### src/rtl/lt_seq_pkg.sv
`timescale 1ns/1ps
package lt_seq_pkg;

    localparam int WORD_W = 32;
    localparam int CODE_W = 16;
    localparam int LANE_W = 4;
    localparam int OPC_W  = 8;
    localparam int KIND_W = 4;

    typedef enum logic [KIND_W-1:0] {
        OK_LOOPBACK   = 4'd0,
        OK_PATTERN    = 4'd1,
        OK_TX_POL     = 4'd2,
        OK_RX_POL     = 4'd3,
        OK_MEAS_START = 4'd4,
        OK_MEAS_STOP  = 4'd5,
        OK_INJECT     = 4'd6,
        OK_READ_RES   = 4'd7,
        OK_FINISH     = 4'd8,
        OK_TEST_STAT  = 4'd9,
        OK_PMA_STAT   = 4'd10
    } op_kind_e;

    typedef struct packed {
        logic [CODE_W-1:0] code;
        logic              svc;
        logic              in_rst;
        logic              set;
        logic              rsvd;
        logic [LANE_W-1:0] lane;
        logic [OPC_W-1:0]  opc;
    } cmd_word_t;

    typedef struct packed {
        logic [CODE_W-1:0] code;
        logic              set;
        logic [OPC_W-1:0]  opc;
        logic              is_part;
        logic              is_stat;
    } step_t;

    localparam logic [OPC_W-1:0] OPC_LOOP    = 8'h40;
    localparam logic [OPC_W-1:0] OPC_PATTERN = 8'h41;
    localparam logic [OPC_W-1:0] OPC_TXPOL   = 8'h65;
    localparam logic [OPC_W-1:0] OPC_RXPOL   = 8'h66;
    localparam logic [OPC_W-1:0] OPC_MEAS    = 8'h0F;
    localparam logic [OPC_W-1:0] OPC_ERRNUM  = 8'h42;
    localparam logic [OPC_W-1:0] OPC_PART0   = 8'h4A;
    localparam logic [OPC_W-1:0] OPC_TSTAT   = 8'h49;
    localparam logic [OPC_W-1:0] OPC_PSTAT   = 8'h0D;

    localparam logic [CODE_W-1:0] CODE_START  = 16'h0020;
    localparam logic [CODE_W-1:0] CODE_STOP   = 16'h0021;
    localparam logic [CODE_W-1:0] CODE_INJ_EN = 16'h0023;

    function automatic logic [CODE_W-1:0] loop_code(input logic [1:0] mode);
        case (mode)
            2'd1:    return 16'h0006;
            2'd2:    return 16'h0004;
            2'd3:    return 16'h0003;
            default: return 16'h0000;
        endcase
    endfunction

    function automatic logic [CODE_W-1:0] pattern_code(input logic [2:0] sel);
        case (sel)
            3'd0:    return 16'h0208;
            3'd1:    return 16'h0249;
            3'd2:    return 16'h0965;
            3'd3:    return 16'h0A69;
            3'd4:    return 16'h02CB;
            3'd5:    return 16'h030C;
            default: return 16'h0000;
        endcase
    endfunction

    function automatic logic [WORD_W-1:0] pack_word(input step_t st,
                                                    input logic [LANE_W-1:0] lane);
        cmd_word_t w;
        w.code   = st.code;
        w.svc    = 1'b1;
        w.in_rst = 1'b0;
        w.set    = st.set;
        w.rsvd   = 1'b0;
        w.lane   = lane;
        w.opc    = st.opc;
        return w;
    endfunction

endpackage

### src/rtl/lt_step_decode.sv
`timescale 1ns/1ps
module lt_step_decode
    import lt_seq_pkg::*;
#(
    parameter int NUM_PARTS = 3,
    parameter int STEP_W    = 2
) (
    input  logic [KIND_W-1:0] kind,
    input  logic [CODE_W-1:0] arg,
    input  logic [STEP_W-1:0] step,
    output step_t             st,
    output logic              last,
    output logic              legal
);
    localparam logic [STEP_W-1:0] LAST_PART = STEP_W'(NUM_PARTS - 1);

    always_comb begin
        st    = '0;
        last  = 1'b1;
        legal = 1'b1;
        case (kind)
            OK_LOOPBACK: begin
                st.code = loop_code(arg[1:0]);
                st.set  = 1'b1;
                st.opc  = OPC_LOOP;
            end
            OK_PATTERN: begin
                st.code = pattern_code(arg[2:0]);
                st.set  = 1'b1;
                st.opc  = OPC_PATTERN;
                legal   = (arg[2:0] <= 3'd5);
            end
            OK_TX_POL, OK_RX_POL: begin
                st.code = {{(CODE_W-1){1'b0}}, arg[0]};
                st.set  = 1'b1;
                st.opc  = (kind == OK_TX_POL) ? OPC_TXPOL : OPC_RXPOL;
            end
            OK_MEAS_START, OK_MEAS_STOP: begin
                st.code = (kind == OK_MEAS_START) ? CODE_START : CODE_STOP;
                st.set  = 1'b1;
                st.opc  = OPC_MEAS;
            end
            OK_INJECT: begin
                st.set = 1'b1;
                if (step == '0) begin
                    st.code = arg;
                    st.opc  = OPC_ERRNUM;
                    last    = 1'b0;
                end else begin
                    st.code = CODE_INJ_EN;
                    st.opc  = OPC_MEAS;
                end
            end
            OK_READ_RES: begin
                st.opc     = OPC_PART0 + OPC_W'(step);
                st.is_part = 1'b1;
                last       = (step == LAST_PART);
            end
            OK_FINISH: begin
                st.set = 1'b1;
                st.opc = OPC_PATTERN;
            end
            OK_TEST_STAT: begin
                st.opc     = OPC_TSTAT;
                st.is_stat = 1'b1;
            end
            OK_PMA_STAT: begin
                st.opc     = OPC_PSTAT;
                st.is_stat = 1'b1;
            end
            default: legal = 1'b0;
        endcase
    end
endmodule

### src/rtl/lt_seq_ctrl.sv
`timescale 1ns/1ps
module lt_seq_ctrl #(
    parameter int STEP_W = 2
) (
    input  logic              clk,
    input  logic              rst,
    input  logic              op_valid,
    input  logic              legal,
    input  logic              last,
    input  logic              cmd_done,
    input  logic              cmd_err,
    output logic              idle,
    output logic              accept,
    output logic              hit,
    output logic              cmd_req,
    output logic [STEP_W-1:0] step,
    output logic              op_done,
    output logic              op_err
);
    typedef enum logic [1:0] {ST_IDLE, ST_REQ, ST_GAP} state_e;
    state_e state;

    assign idle    = (state == ST_IDLE);
    assign accept  = idle && op_valid && legal;
    assign cmd_req = (state == ST_REQ);
    assign hit     = cmd_req && cmd_done && !cmd_err;

    always_ff @(posedge clk) begin
        if (rst) begin
            state   <= ST_IDLE;
            step    <= '0;
            op_done <= 1'b0;
            op_err  <= 1'b0;
        end else begin
            op_done <= 1'b0;
            op_err  <= 1'b0;
            case (state)
                ST_IDLE: begin
                    if (op_valid) begin
                        if (legal) begin
                            state <= ST_REQ;
                            step  <= '0;
                        end else begin
                            op_err <= 1'b1;
                        end
                    end
                end
                ST_REQ: begin
                    if (cmd_err) begin
                        state  <= ST_IDLE;
                        op_err <= 1'b1;
                    end else if (cmd_done) begin
                        if (last) begin
                            state   <= ST_IDLE;
                            op_done <= 1'b1;
                        end else begin
                            state <= ST_GAP;
                            step  <= step + 1'b1;
                        end
                    end
                end
                ST_GAP:  state <= ST_REQ;
                default: state <= ST_IDLE;
            endcase
        end
    end
endmodule

### src/rtl/lt_part_collect.sv
`timescale 1ns/1ps
module lt_part_collect #(
    parameter int PART_W    = 16,
    parameter int NUM_PARTS = 3,
    parameter int STEP_W    = 2,
    localparam int HOLD_W   = PART_W * (NUM_PARTS - 1),
    localparam int RES_W    = PART_W * NUM_PARTS
) (
    input  logic              clk,
    input  logic              rst,
    input  logic              cap_en,
    input  logic [STEP_W-1:0] cap_idx,
    input  logic [PART_W-1:0] cap_data,
    input  logic              commit,
    output logic [RES_W-1:0]  total
);
    logic [HOLD_W-1:0] hold_flat;

    for (genvar i = 0; i < NUM_PARTS - 1; i++) begin : g_hold
        always_ff @(posedge clk) begin
            if (rst) begin
                hold_flat[i*PART_W +: PART_W] <= '0;
            end else if (cap_en && cap_idx == STEP_W'(i)) begin
                hold_flat[i*PART_W +: PART_W] <= cap_data;
            end
        end
    end

    always_ff @(posedge clk) begin
        if (rst) begin
            total <= '0;
        end else if (commit) begin
            total <= {cap_data, hold_flat};
        end
    end
endmodule

### src/rtl/link_test_seq.sv
`timescale 1ns/1ps
module link_test_seq
    import lt_seq_pkg::*;
#(
    parameter int PART_W    = 16,
    parameter int NUM_PARTS = 3,
    localparam int RES_W    = PART_W * NUM_PARTS
) (
    input  logic                clk,
    input  logic                rst,
    input  logic                op_valid,
    input  logic [KIND_W-1:0]   op_kind,
    input  logic [CODE_W-1:0]   op_arg,
    input  logic [LANE_W-1:0]   op_lane,
    output logic                op_ready,
    output logic                op_done,
    output logic                op_err,
    output logic                cmd_req,
    output logic [WORD_W-1:0]   cmd_word,
    input  logic                cmd_done,
    input  logic                cmd_err,
    input  logic [WORD_W-1:0]   cmd_rdata,
    output logic [RES_W-1:0]    result_cnt,
    output logic [WORD_W-1:0]   status_word
);
    localparam int STEP_W = (NUM_PARTS > 2) ? $clog2(NUM_PARTS) : 1;

    logic [KIND_W-1:0] lat_kind;
    logic [CODE_W-1:0] lat_arg;
    logic [LANE_W-1:0] lat_lane;

    logic [KIND_W-1:0] dec_kind;
    logic [CODE_W-1:0] dec_arg;
    logic [LANE_W-1:0] dec_lane;
    logic [STEP_W-1:0] step;
    step_t             st;
    logic              last, legal;
    logic              idle, accept, hit;

    assign dec_kind = idle ? op_kind : lat_kind;
    assign dec_arg  = idle ? op_arg  : lat_arg;
    assign dec_lane = idle ? op_lane : lat_lane;

    lt_step_decode #(.NUM_PARTS(NUM_PARTS), .STEP_W(STEP_W)) u_dec (
        .kind  (dec_kind),
        .arg   (dec_arg),
        .step  (idle ? '0 : step),
        .st    (st),
        .last  (last),
        .legal (legal)
    );

    lt_seq_ctrl #(.STEP_W(STEP_W)) u_ctrl (
        .clk      (clk),
        .rst      (rst),
        .op_valid (op_valid),
        .legal    (legal),
        .last     (last),
        .cmd_done (cmd_done),
        .cmd_err  (cmd_err),
        .idle     (idle),
        .accept   (accept),
        .hit      (hit),
        .cmd_req  (cmd_req),
        .step     (step),
        .op_done  (op_done),
        .op_err   (op_err)
    );

    always_ff @(posedge clk) begin
        if (rst) begin
            lat_kind <= '0;
            lat_arg  <= '0;
            lat_lane <= '0;
        end else if (accept) begin
            lat_kind <= op_kind;
            lat_arg  <= op_arg;
            lat_lane <= op_lane;
        end
    end

    assign op_ready = idle;
    assign cmd_word = pack_word(st, dec_lane);

    lt_part_collect #(.PART_W(PART_W), .NUM_PARTS(NUM_PARTS), .STEP_W(STEP_W)) u_parts (
        .clk      (clk),
        .rst      (rst),
        .cap_en   (hit && st.is_part),
        .cap_idx  (step),
        .cap_data (cmd_rdata[PART_W-1:0]),
        .commit   (hit && st.is_part && last),
        .total    (result_cnt)
    );

    always_ff @(posedge clk) begin
        if (rst) begin
            status_word <= '0;
        end else if (hit && st.is_stat) begin
            status_word <= cmd_rdata;
        end
    end
endmodule

### config.mk
export PLATFORM = sky130hd
export DESIGN_NAME = link_test_seq
export DESIGN_NICKNAME = d
export VERILOG_FILES = /design/src/rtl/lt_seq_pkg.sv /design/src/rtl/lt_step_decode.sv /design/src/rtl/lt_seq_ctrl.sv /design/src/rtl/lt_part_collect.sv /design/src/rtl/link_test_seq.sv
export SDC_FILE = /design/constraint.sdc
export NUM_CORES = 1
export LEC_CHECK = 0
export BUFFER_PORTS_ARGS = -buffer_cell sky130_fd_sc_hd__buf_4
export CAP_MARGIN = 15
export CORE_AREA = 2 2 120 122
export DETAILED_ROUTE_END_ITERATION = 8
export DIE_AREA = 0 0 122 124
export GPL_TIMING_DRIVEN = 0
export PLACE_DENSITY_LB_ADDON = 0.25
export SLEW_MARGIN = 0
export SYNTH_ARGS = -nofsm -noshare
export SYNTH_HDL_FRONTEND = slang
export SYNTH_SLANG_ARGS = --single-unit
export TNS_END_PERCENT = 50
### constraint.sdc
create_clock -name clk -period 2.12 [get_ports clk]
set_input_delay 0.318 -clock clk [delete_from_list [all_inputs] [get_ports clk]]
set_output_delay 0.318 -clock clk [all_outputs]
set_load 0.005 [all_outputs]
---- Word level (Yosys, flattened, before mapping) ----
Index checks and enable logic that the tools add are counted.
operators by class
  add/sub/neg operators ................... 2
  magnitude comparators ................... 1
  equality and inequality tests ........... 28
  muxes and demuxes ....................... 35
  bitwise logic cells ..................... 2
  reduce and logical (&&, ||, !) cells .... 25
operator list
  kind                 count
  $pmux 16 s5          1
  $pmux 12 s6          1
  $pmux 8 s8           1
  $mux 16              2
  $mux 2               12
  $eq 4x3->1 const B   4
  $eq 4x4->1 const B   3
  $reduce_or 10->1     1
  $logic_and 1x1->1    9
  $mux 1               9
  $pmux 3 s3           1
  $add 7x2->8 const A  1
  $eq 2x2->1 const B   4
  $eq 4x2->1 const B   2
  $mux 4               2
  $ne 2x2->1 const B   4
  $reduce_or 2->1      4
  $reduce_or 8->1      1
  $mux 7               1
  $eq 2x1->1 const B   3
  $eq 3x2->1 const B   2
  $eq 3x3->1 const B   2
  $logic_not 2->1      3
  $pmux 1 s2           3
  16 further kinds     17
storage, ports and cells
  register bits after elaboration ......... 142
  input bits .............................. 61
  output and inout bits ................... 116
  word-level logic and storage cells ...... 104

---- Longest topological paths before layout ----
Gate-level depths: netlist of run 1.
  depth in word-level cells ............... 9
  gate-level depth with buffers ........... 9

---- By module ----
Synthesis of run 1 repeated with hierarchy kept, for this count alone.
second synthesis, totals
  cells, all modules ...................... 670
  area total of the unflattened synthesis .. 6784.0 µm²
modules (own cells, without submodules)
  module           times used  cells each  area each (µm²)  sequential area each (µm²)
  lt_part_collect  1           280         3029.2           1601.5
  link_test_seq    1           259         2801.4           1121.1
  lt_step_decode   1           98          648.1            0.0
  lt_seq_ctrl      1           33          305.3            120.1

---- Least setup slack after synthesis of run 1 ----
No wires, ideal clock.
  path kind ............................... register -> output
  start point ............................. register u_ctrl.state[0]
  end point ............................... output port cmd_word[18]
  arrival time ............................ 1.990 ns
  data required time ...................... 1.802 ns
  slack ................................... -0.188 ns
  stages on the path, launching flop included .. 9
  cells stage by stage .................... dfxtp_1 -> or2_1 -> inv_2 -> buf_4 -> mux2_2 -> inv_1 -> ha_1 -> or3_1 -> o211ai_1
between the ends
  longest elaborated chain between the ends .. 5
  elaborated cells between the ends (all ways) .. 27
RTL lines
  element                                    RTL line              RTL
  start: declaration                         lt_seq_ctrl.sv:21     state_e state;
  start signal: assignment                   lt_seq_ctrl.sv:30     state <= ST_IDLE;
  start signal: assignment                   lt_seq_ctrl.sv:41     state <= ST_REQ;
  start signal: assignment                   lt_seq_ctrl.sv:50     state <= ST_IDLE;
  $logic_not 2->1 *                          lt_seq_ctrl.sv:23     assign idle = (state == ST_IDLE);
  $mux 16, or another cell as far along      link_test_seq.sv:41   assign dec_arg = idle ? op_arg : lat_arg;
  $eq 3x3->1, or another cell as far along   lt_seq_pkg.sv:66      case (sel)
  $pmux 12 s6, or another cell as far along  lt_seq_pkg.sv:66
  $pmux 16 s5 *                              lt_step_decode.sv:21  case (kind)
  end: declaration                           link_test_seq.sv:19   output logic [WORD_W-1:0] cmd_word,
Every way passes the cells marked *; elsewhere a longest branch is shown, timed or not.

---- Worst setup path after layout of run 1 ----
  start point ............................. register u_ctrl.state[1]
  end point ............................... output port cmd_word[18]
The elaborated chain is that of the path after synthesis.

==> results of run 1 <==
[worst min-delay path by stage]
| stage | from | end | slack, ps | cells after the start |
|---|---|---|---|---|
| after floorplan | u_parts.hold_flat[0]$_SDFFE_PP0P_ | u_parts.hold_flat[0]$_SDFFE_PP0P_ | 440 | 2 |
| after global placement | u_parts.hold_flat[9]$_SDFFE_PP0P_ | u_parts.hold_flat[9]$_SDFFE_PP0P_ | 450 | 2 |
| after detailed placement | u_parts.hold_flat[25]$_SDFFE_PP0P_ | u_parts.hold_flat[25]$_SDFFE_PP0P_ | 450 | 2 |
| after CTS | cmd_rdata[31] | status_word[31]$_SDFFE_PP0P_ | 120 | 3 |
| after global routing | cmd_rdata[31] | status_word[31]$_SDFFE_PP0P_ | 120 | 3 |
| final | cmd_rdata[31] | status_word[31]$_SDFFE_PP0P_ | 120 | 3 |
[Yosys cell counts, types with 3 or more instances]
cell / n / area [sq um]
a21oi_1: 90 / 450
buf_6: 4 / 45.0
a211oi_1: 3 / 22.5
nor3_1: 5 / 25.0
inv_1: 6 / 22.5
mux2i_1: 66 / 661
nor4_1: 3 / 18.8
nand2b_1: 53 / 332
clkbuf_1: 45 / 169
nand4_1: 3 / 18.8
buf_2: 9 / 45.0
o21ai_0: 58 / 290
nand3_1: 86 / 430
nor2_1: 45 / 169
buf_4: 7 / 52.6
o211ai_1: 5 / 37.5
a21o_1: 3 / 22.5
buf_1: 3 / 11.3
mux2_2: 4 / 45.0
dfxtp_1: 142 / 2840
o22ai_1: 3 / 18.8
nand2_1: 66 / 248
or3_1: 6 / 37.5
ha_1: 3 / 37.5
[what timing repair did]
item,CTS,global route
gates resized for setup,158,176
setup buffers,34,29
setup endpoints to repair,167,169
cloned,7,7
pin swaps,25,55
[report_power, final]
part | leakage (nW) | internal (mW) | switching, mW | total (mW)
combinational | 2.92 | 0.870 | 0.794 | 1.66
sequential | 1.15 | 2.73 | 0.0535 | 2.79
clock | 0.273 | 1.68 | 1.19 | 2.87
total | 4.35 | 5.28 | 2.04 | 7.32
[cell usage in the layout (no fill, tap or decap), types with 26 or more instances in the layout]
cell type and instances:
buf_4 210, dfxtp_1 140, mux2i_1 63, nand2_1 62, nand2b_1 53, a21oi_1 48
o21ai_0 46, nor2_1 41, a21oi_2 41, nand3_2 41, buf_6 34, nand3_1 34
clkbuf_16 26
[metal layers]
metal / track usage (%) / up-vias / wire [um]
li1: - / 3178 / -
met2: 47.2 / 338 / 11400
met1: 33.4 / 3280 / 9280
met3: 7.33 / 63 / 1850
met4: 12.4 / 0 / 718
met5: 0 / - / 0
[layout make-up]
class,count,area (sq um)
clock buffers,20,457
inverters,7,38.8
clock inverters,12,111
multi-input cells,542,4070
flip-flops and latches,142,2850
well taps,180,225
repair buffers,247,2180
fillers,918,3210
plain buffers,64,582
[worst max-delay path: cells and delay by family, from the launching register on]
kind | cells | cell delay [ps]
compound gates | 1 | 110
fa+ha+maj | 1 | 190
buf+inv | 4 | 390
flops | 1 | 330
mux | 1 | 330
simple gates | 2 | 630
[registers in the layout (all words and copies together) (netlist names)]
name,count
lat_arg,16
lat_kind,4
lat_lane,4
status_word,32
u_ctrl.op_done,1
u_ctrl.op_err,1
u_ctrl.state,2
u_ctrl.step,2
u_parts.hold_flat,32
u_parts.total,48
[kinds of logic (layout without fill, tap and decap cells)]
kind of cell | Yosys count | in the layout | synth area share [%]
AND/OR/NAND/NOR | 281 | 281 | 22.1
AO/OA/AOI/OAI | 181 | 181 | 15.7
flip-flops | 142 | 142 | 44.6
buffers and inverters | 75 | 350 | 5.48
multiplexers | 70 | 70 | 11.1
adder cells (fa/ha/maj) | 3 | 3 | 0.589
other | 2 | 5 | 0.118
XOR/XNOR | 2 | 2 | 0.275
[metrics by stage]
step                      instance area [sq um]  setup WS (ps)  std cells
after floorplan                            6430          -15.8        759
after global placement                     7930           -539       1109
after detailed placement                   7930           -577       1109
after CTS                                  9490           -613       1181
after global routing                      10500           -665       1214
final                                     10500           -613       1214
==> impl_metrics.py, run 1 <==
metrics = {
    "clock_network": {
        "cts_buffers": 17,
        "path_clk_slew_ps": 60,
        "clock_path_buffers": 2,
        "cts_tree": "built",
        "h-tree-depth": 4,
        "cts_sinks": 142,
        "insertion_delay_ps": 430,
        "holdBufCountCts": 0,
        "cts_root_buf": "clkbuf_16",
    },
    "synthesis": {
        "yosys_register_bits": 142,
        "synthFlopType": "dfxtp_1",
        "syn_inst": 756,
        "ys_seq_area_share_pct": 44.6,
        "syn-cell-area_sq_um": 6370,
        "yosys_warnings": 0,
        "ys_async_sr_fraction_pct": 0,
        "synth-edff-count": 0,
        "syn_avg_cell_area_sq_um": 8.42,
        "synth_cell_types": 52,
    },
    "critical_path": {
        "arrival_ps": 2420,
        "reg2reg_from": "u_ctrl.state[1]$_SDFFE_PP0P_",
        "path_max_fanout": 5,
        "r2r_slack_ps": -560,
        "startpoint": "u_ctrl.state[1]$_SDFFE_PP0P_",
        "rr_endpoint": "lat_arg[6]$_SDFFE_PP0P_",
        "cp_cell_sequence": "or2_4, inv_8, buf_8, mux2_4, inv_4, ha_4, or3_4, o211ai_1, buf_4",
        "required_ps": 1800,
        "endpoint_kind": "output port",
        "path_class": "register to output port",
        "slowest_delay_ps": 360,
        "setup.worst_path.end": "cmd_word[18]",
        "cp_slowest_cell": "or3_4",
        "r2r_cells": 12,
        "worstSetupStartpointType": "register",
    },
    "timing": {
        "min_period_over_period_pct": 129,
        "worst_slack_ps": -613,
        "maxSlewHeadroom_pct": 44.0,
        "drv_slew": 0,
        "holdWs_ps": 122,
        "fin_skew_ps": 7.56,
        "setup_viol": 169,
        "fmax_mhz": 366,
        "period_needed_ps": 2730,
        "hold_viol_final": 0,
        "fin_setup_tns_ps": -56720,
        "rsz0062_at_grt": "yes",
        "tightest_slew_ps": 840,
    },
    "drt": {
        "final_antenna_net_count": 0,
        "drtIter0Drc": 557,
        "detail_route.wl_per_cell_um": 19.2,
        "viasPerCell": 5.65,
        "dr.pass1.iters": 5,
        "drc": 0,
        "routed_wl_mm": 23.3,
        "num_vias": 6859,
    },
    "die": {
        "ios": 177,
        "num_rows": 43,
        "die_h_um": 124,
        "dieArea_sq_um": 15100,
        "core_region_area_sq_um": 13700,
        "initial_utilization_pct": 46.4,
        "die_w_um": 122,
    },
    "power_and_ir_drop": {
        "p_per_area_nw_per_um2": 697,
        "p_leak_nw": 4.35,
        "ir_drop_uv": 548,
        "finalPower_mw": 7.32,
    },
    "grt": {
        "grt_pass1_vias": 6331,
        "grtUsageTotal_pct": 27.9,
        "grt_pass1_wl_mm": 32.4,
        "grt_max_degree": 17,
        "antenna_found_initial": 0,
        "grt-ovfl-total": 0,
    },
    "placement": {
        "routabilityCongestion": 0.944,
        "port_buffers": 170,
        "dp_hpwl_mm": 14.1,
    },
    "min_path": {
        "hold_path_class": "input port to register",
    },
    "layout": {
        "n_antenna_cell": 0,
        "fin_util_pct": 76.6,
        "final_nets": 1085,
        "area_growth_pct": 65.0,
        "drive_gt1_share_pct": 45.7,
    },
    "run_status": {
        "status": "complete, but fails checks",
        "violations": "setup timing",
    },
    "run": {
        "max-cap-violations": 0,
    },
}
Note: power is estimated with default switching activity, not from simulation.
==> run 2: changes to the inputs <==
--- a/config.mk
+++ b/config.mk
@@ -5,13 +5,14 @@
 export SDC_FILE = /design/constraint.sdc
 export NUM_CORES = 1
 export LEC_CHECK = 0
-export BUFFER_PORTS_ARGS = -buffer_cell sky130_fd_sc_hd__buf_4
+export BUFFER_PORTS_ARGS = -buffer_cell sky130_fd_sc_hd__buf_2
 export CAP_MARGIN = 15
 export CORE_AREA = 2 2 120 122
 export DETAILED_ROUTE_END_ITERATION = 8
 export DIE_AREA = 0 0 122 124
 export GPL_TIMING_DRIVEN = 0
 export PLACE_DENSITY_LB_ADDON = 0.25
+export RECOVER_POWER = 25
 export SLEW_MARGIN = 0
 export SYNTH_ARGS = -nofsm -noshare
 export SYNTH_HDL_FRONTEND = slang
==> run 2 against run 1 <==
The flow still finishes with violations (setup timing). Sequential share of layout area is 2.0 points higher. Clock skew is 3.2 ps higher. Via count is 0.74% lower. Clock power is 10% higher. Combinational power is 7% lower. Setup slack worse by 16 ps. Power is 2.1% higher. Register-to-register slack better by 240 ps.
==> impl_metrics.py, run 2 (synthesis results as in run 1) <==
metrics = {
    "power_and_ir_drop": {
        "p_leak_nw": 4.24,
        "ir_drop_uv": 525,
        "finalPower_mw": 7.48,
        "p_per_area_nw_per_um2": 764,
    },
    "grt": {
        "grt_pass1_vias": 6225,
        "grt-ovfl-total": 0,
        "antenna_found_initial": 1,
        "grtUsageTotal_pct": 27.7,
        "grt_max_degree": 17,
        "grt_pass1_wl_mm": 32.0,
    },
    "drt": {
        "drc": 0,
        "detail_route.wl_per_cell_um": 18.7,
        "highest-signal-layer": "met4",
        "met1_length_mm": 8.96,
        "met2WireLength_mm": 11.3,
        "final_antenna_net_count": 0,
        "wl_met3_mm": 1.87,
        "dr.pass1.iters": 4,
        "num_vias": 6808,
        "routed_wl_mm": 22.7,
        "drtIter0Drc": 563,
        "viasPerCell": 5.61,
    },
    "die": {
        "num_rows": 43,
        "ios": 177,
        "initial_utilization_pct": 46.4,
        "core_region_area_sq_um": 13700,
        "die_h_um": 124,
        "dieArea_sq_um": 15100,
        "die_w_um": 122,
    },
    "layout": {
        "seq_area_sq_um": 2850,
        "top_register": "u_parts.total",
        "final_nets": 1083,
        "multiInputGateArea_sq_um": 3840,
        "fill_cells": 1076,
        "final_common_cell": "buf_2",
        "largest_register_ffs": 48,
        "drive_gt1_share_pct": 42.1,
        "area_growth_pct": 53.6,
        "final_cell_mix": "buf_2 (159), dfxtp_1 (140), mux2i_1 (62)",
        "reg_top3": "u_parts.total (48), status_word (32), u_parts.hold_flat (32)",
        "finalInstanceArea_sq_um": 9780,
    },
    "timing": {
        "drv_slew": 0,
        "fin_skew_ps": 10.8,
        "period_needed_ps": 2750,
        "min_period_over_period_pct": 130,
        "worst_slack_ps": -629,
        "rsz0062_at_grt": "yes",
        "fmax_mhz": 364,
        "tightest_slew_ps": 738,
        "holdWs_ps": 118,
        "setup_viol": 148,
        "hold_viol_final": 0,
        "maxSlewHeadroom_pct": 50.8,
    },
    "critical_path": {
        "cp_slowest_cell": "or3_4",
        "rr_endpoint": "status_word[29]$_SDFFE_PP0P_",
        "r2r_slack_ps": -320,
        "critPathBufInv": 3,
        "crit_cells": 8,
        "r2r_cells": 11,
        "path_class": "register to output port",
        "arrival_ps": 2430,
        "reg2reg_from": "u_ctrl.state[0]$_SDFFE_PP0P_",
        "startpoint": "u_ctrl.state[0]$_SDFFE_PP0P_",
        "cpLargestDelayFamily": "simple AND/OR/NAND/NOR gates",
        "slowest_delay_ps": 410,
        "required_ps": 1800,
        "setup.worst_path.end": "cmd_word[16]",
        "path_max_fanout": 5,
        "endpoint_kind": "output port",
        "worstSetupStartpointType": "register",
        "cp_cell_sequence": "or2_4, inv_8, buf_8, mux2_4, or3_4, a21o_1, o211ai_1, buf_2",
    },
    "placement": {
        "post-place-ws_ps": -564,
        "dp_hpwl_mm": 13.9,
        "port_buffers": 170,
        "post_dp_cell_area_sq_um": 7500,
        "routabilityCongestion": 0.934,
    },
    "run_status": {
        "status": "complete, but fails checks",
        "violations": "setup timing",
    },
    "clock_network": {
        "cts_sinks": 142,
        "cts_tree": "built",
        "clock_path_buffers": 2,
        "cts_root_buf": "clkbuf_16",
        "holdBufCountCts": 0,
        "insertion_delay_ps": 430,
        "cts_buffers": 17,
        "path_clk_slew_ps": 60,
        "h-tree-depth": 4,
    },
    "run": {
        "max-cap-violations": 0,
    },
    "min_path": {
        "hold_path_class": "input port to register",
    },
}
[run 2: changes by cell type in the layout (fill, tap and decap cells not counted), sizes merged]
cell      change
buf           -5
bufbuf        +1
bufinv        +2
clkinv        -2
clkinvlp      -2
diode         +1
inv           +4
[run 2: worst min path at each step]
stage	startpoint	endpoint	slack, ps	cells past startpoint
floorplan	u_parts.hold_flat[0]$_SDFFE_PP0P_	u_parts.hold_flat[0]$_SDFFE_PP0P_	440	2
global route	cmd_rdata[28]	status_word[28]$_SDFFE_PP0P_	120	3
CTS	cmd_rdata[24]	status_word[24]$_SDFFE_PP0P_	120	3
detailed placement	u_parts.hold_flat[11]$_SDFFE_PP0P_	u_parts.hold_flat[11]$_SDFFE_PP0P_	450	2
global placement	u_parts.hold_flat[9]$_SDFFE_PP0P_	u_parts.hold_flat[9]$_SDFFE_PP0P_	450	2
finish	cmd_rdata[23]	status_word[23]$_SDFFE_PP0P_	120	3
[run 2: what timing repair did]
item / CTS / global route
cloned: 7 / 5
pin swaps: 18 / 38
buffers inserted: 31 / 29
endpoints found under the setup margin: 167 / 170
gates resized for setup: 129 / 174
[run 2: worst register-to-register path, stage by stage (launching register included)]
cell,delay [ps]
dfxtp_2,320
buf_4,140
buf_8,130
buf_6,120
buf_6,110
nor4b_4,300
a31oi_4,80
buf_6,150
or3_4,520
buf_12,200
mux2i_1,180
nor2_1,60
[run 2: layer usage]
| metal | global-route usage, % | vias to the layer above |
|---|---|---|
| li1 | - | 3173 |
| met1 | 34.1 | 3267 |
| met2 | 47.0 | 318 |
| met3 | 6.78 | 50 |
| met4 | 9.91 | 0 |
| met5 | 0 | - |
[run 2: through the flow]
| step | util (%) | TNS [ps] | instances |
|---|---|---|---|
| final | 71.3 | -38680 | 1213 |
| after global routing | 71.3 | -48010 | 1213 |
| after CTS | 65.6 | -42350 | 1178 |
| after detailed placement | 54.7 | -55220 | 1109 |
| after global placement | 54.7 | -56310 | 1109 |
| after floorplan | - | -30.2 | 759 |
[run 2: layout make-up]
type                    count  area share (%)
diodes                      1          0.0256
multi-input cells         542            39.2
plain buffers              67            5.98
clock inverters            14            1.80
well taps                 180            2.30
inverters                   7           0.371
clock buffers              18            4.49
flip-flops and latches    142            29.1
repair buffers            242            16.7
[run 2: power breakdown]
group	total [mW]	internal (mW)	switching, mW
registers	2.79	2.73	0.0538
logic	1.54	0.772	0.767
clock network	3.16	1.90	1.25
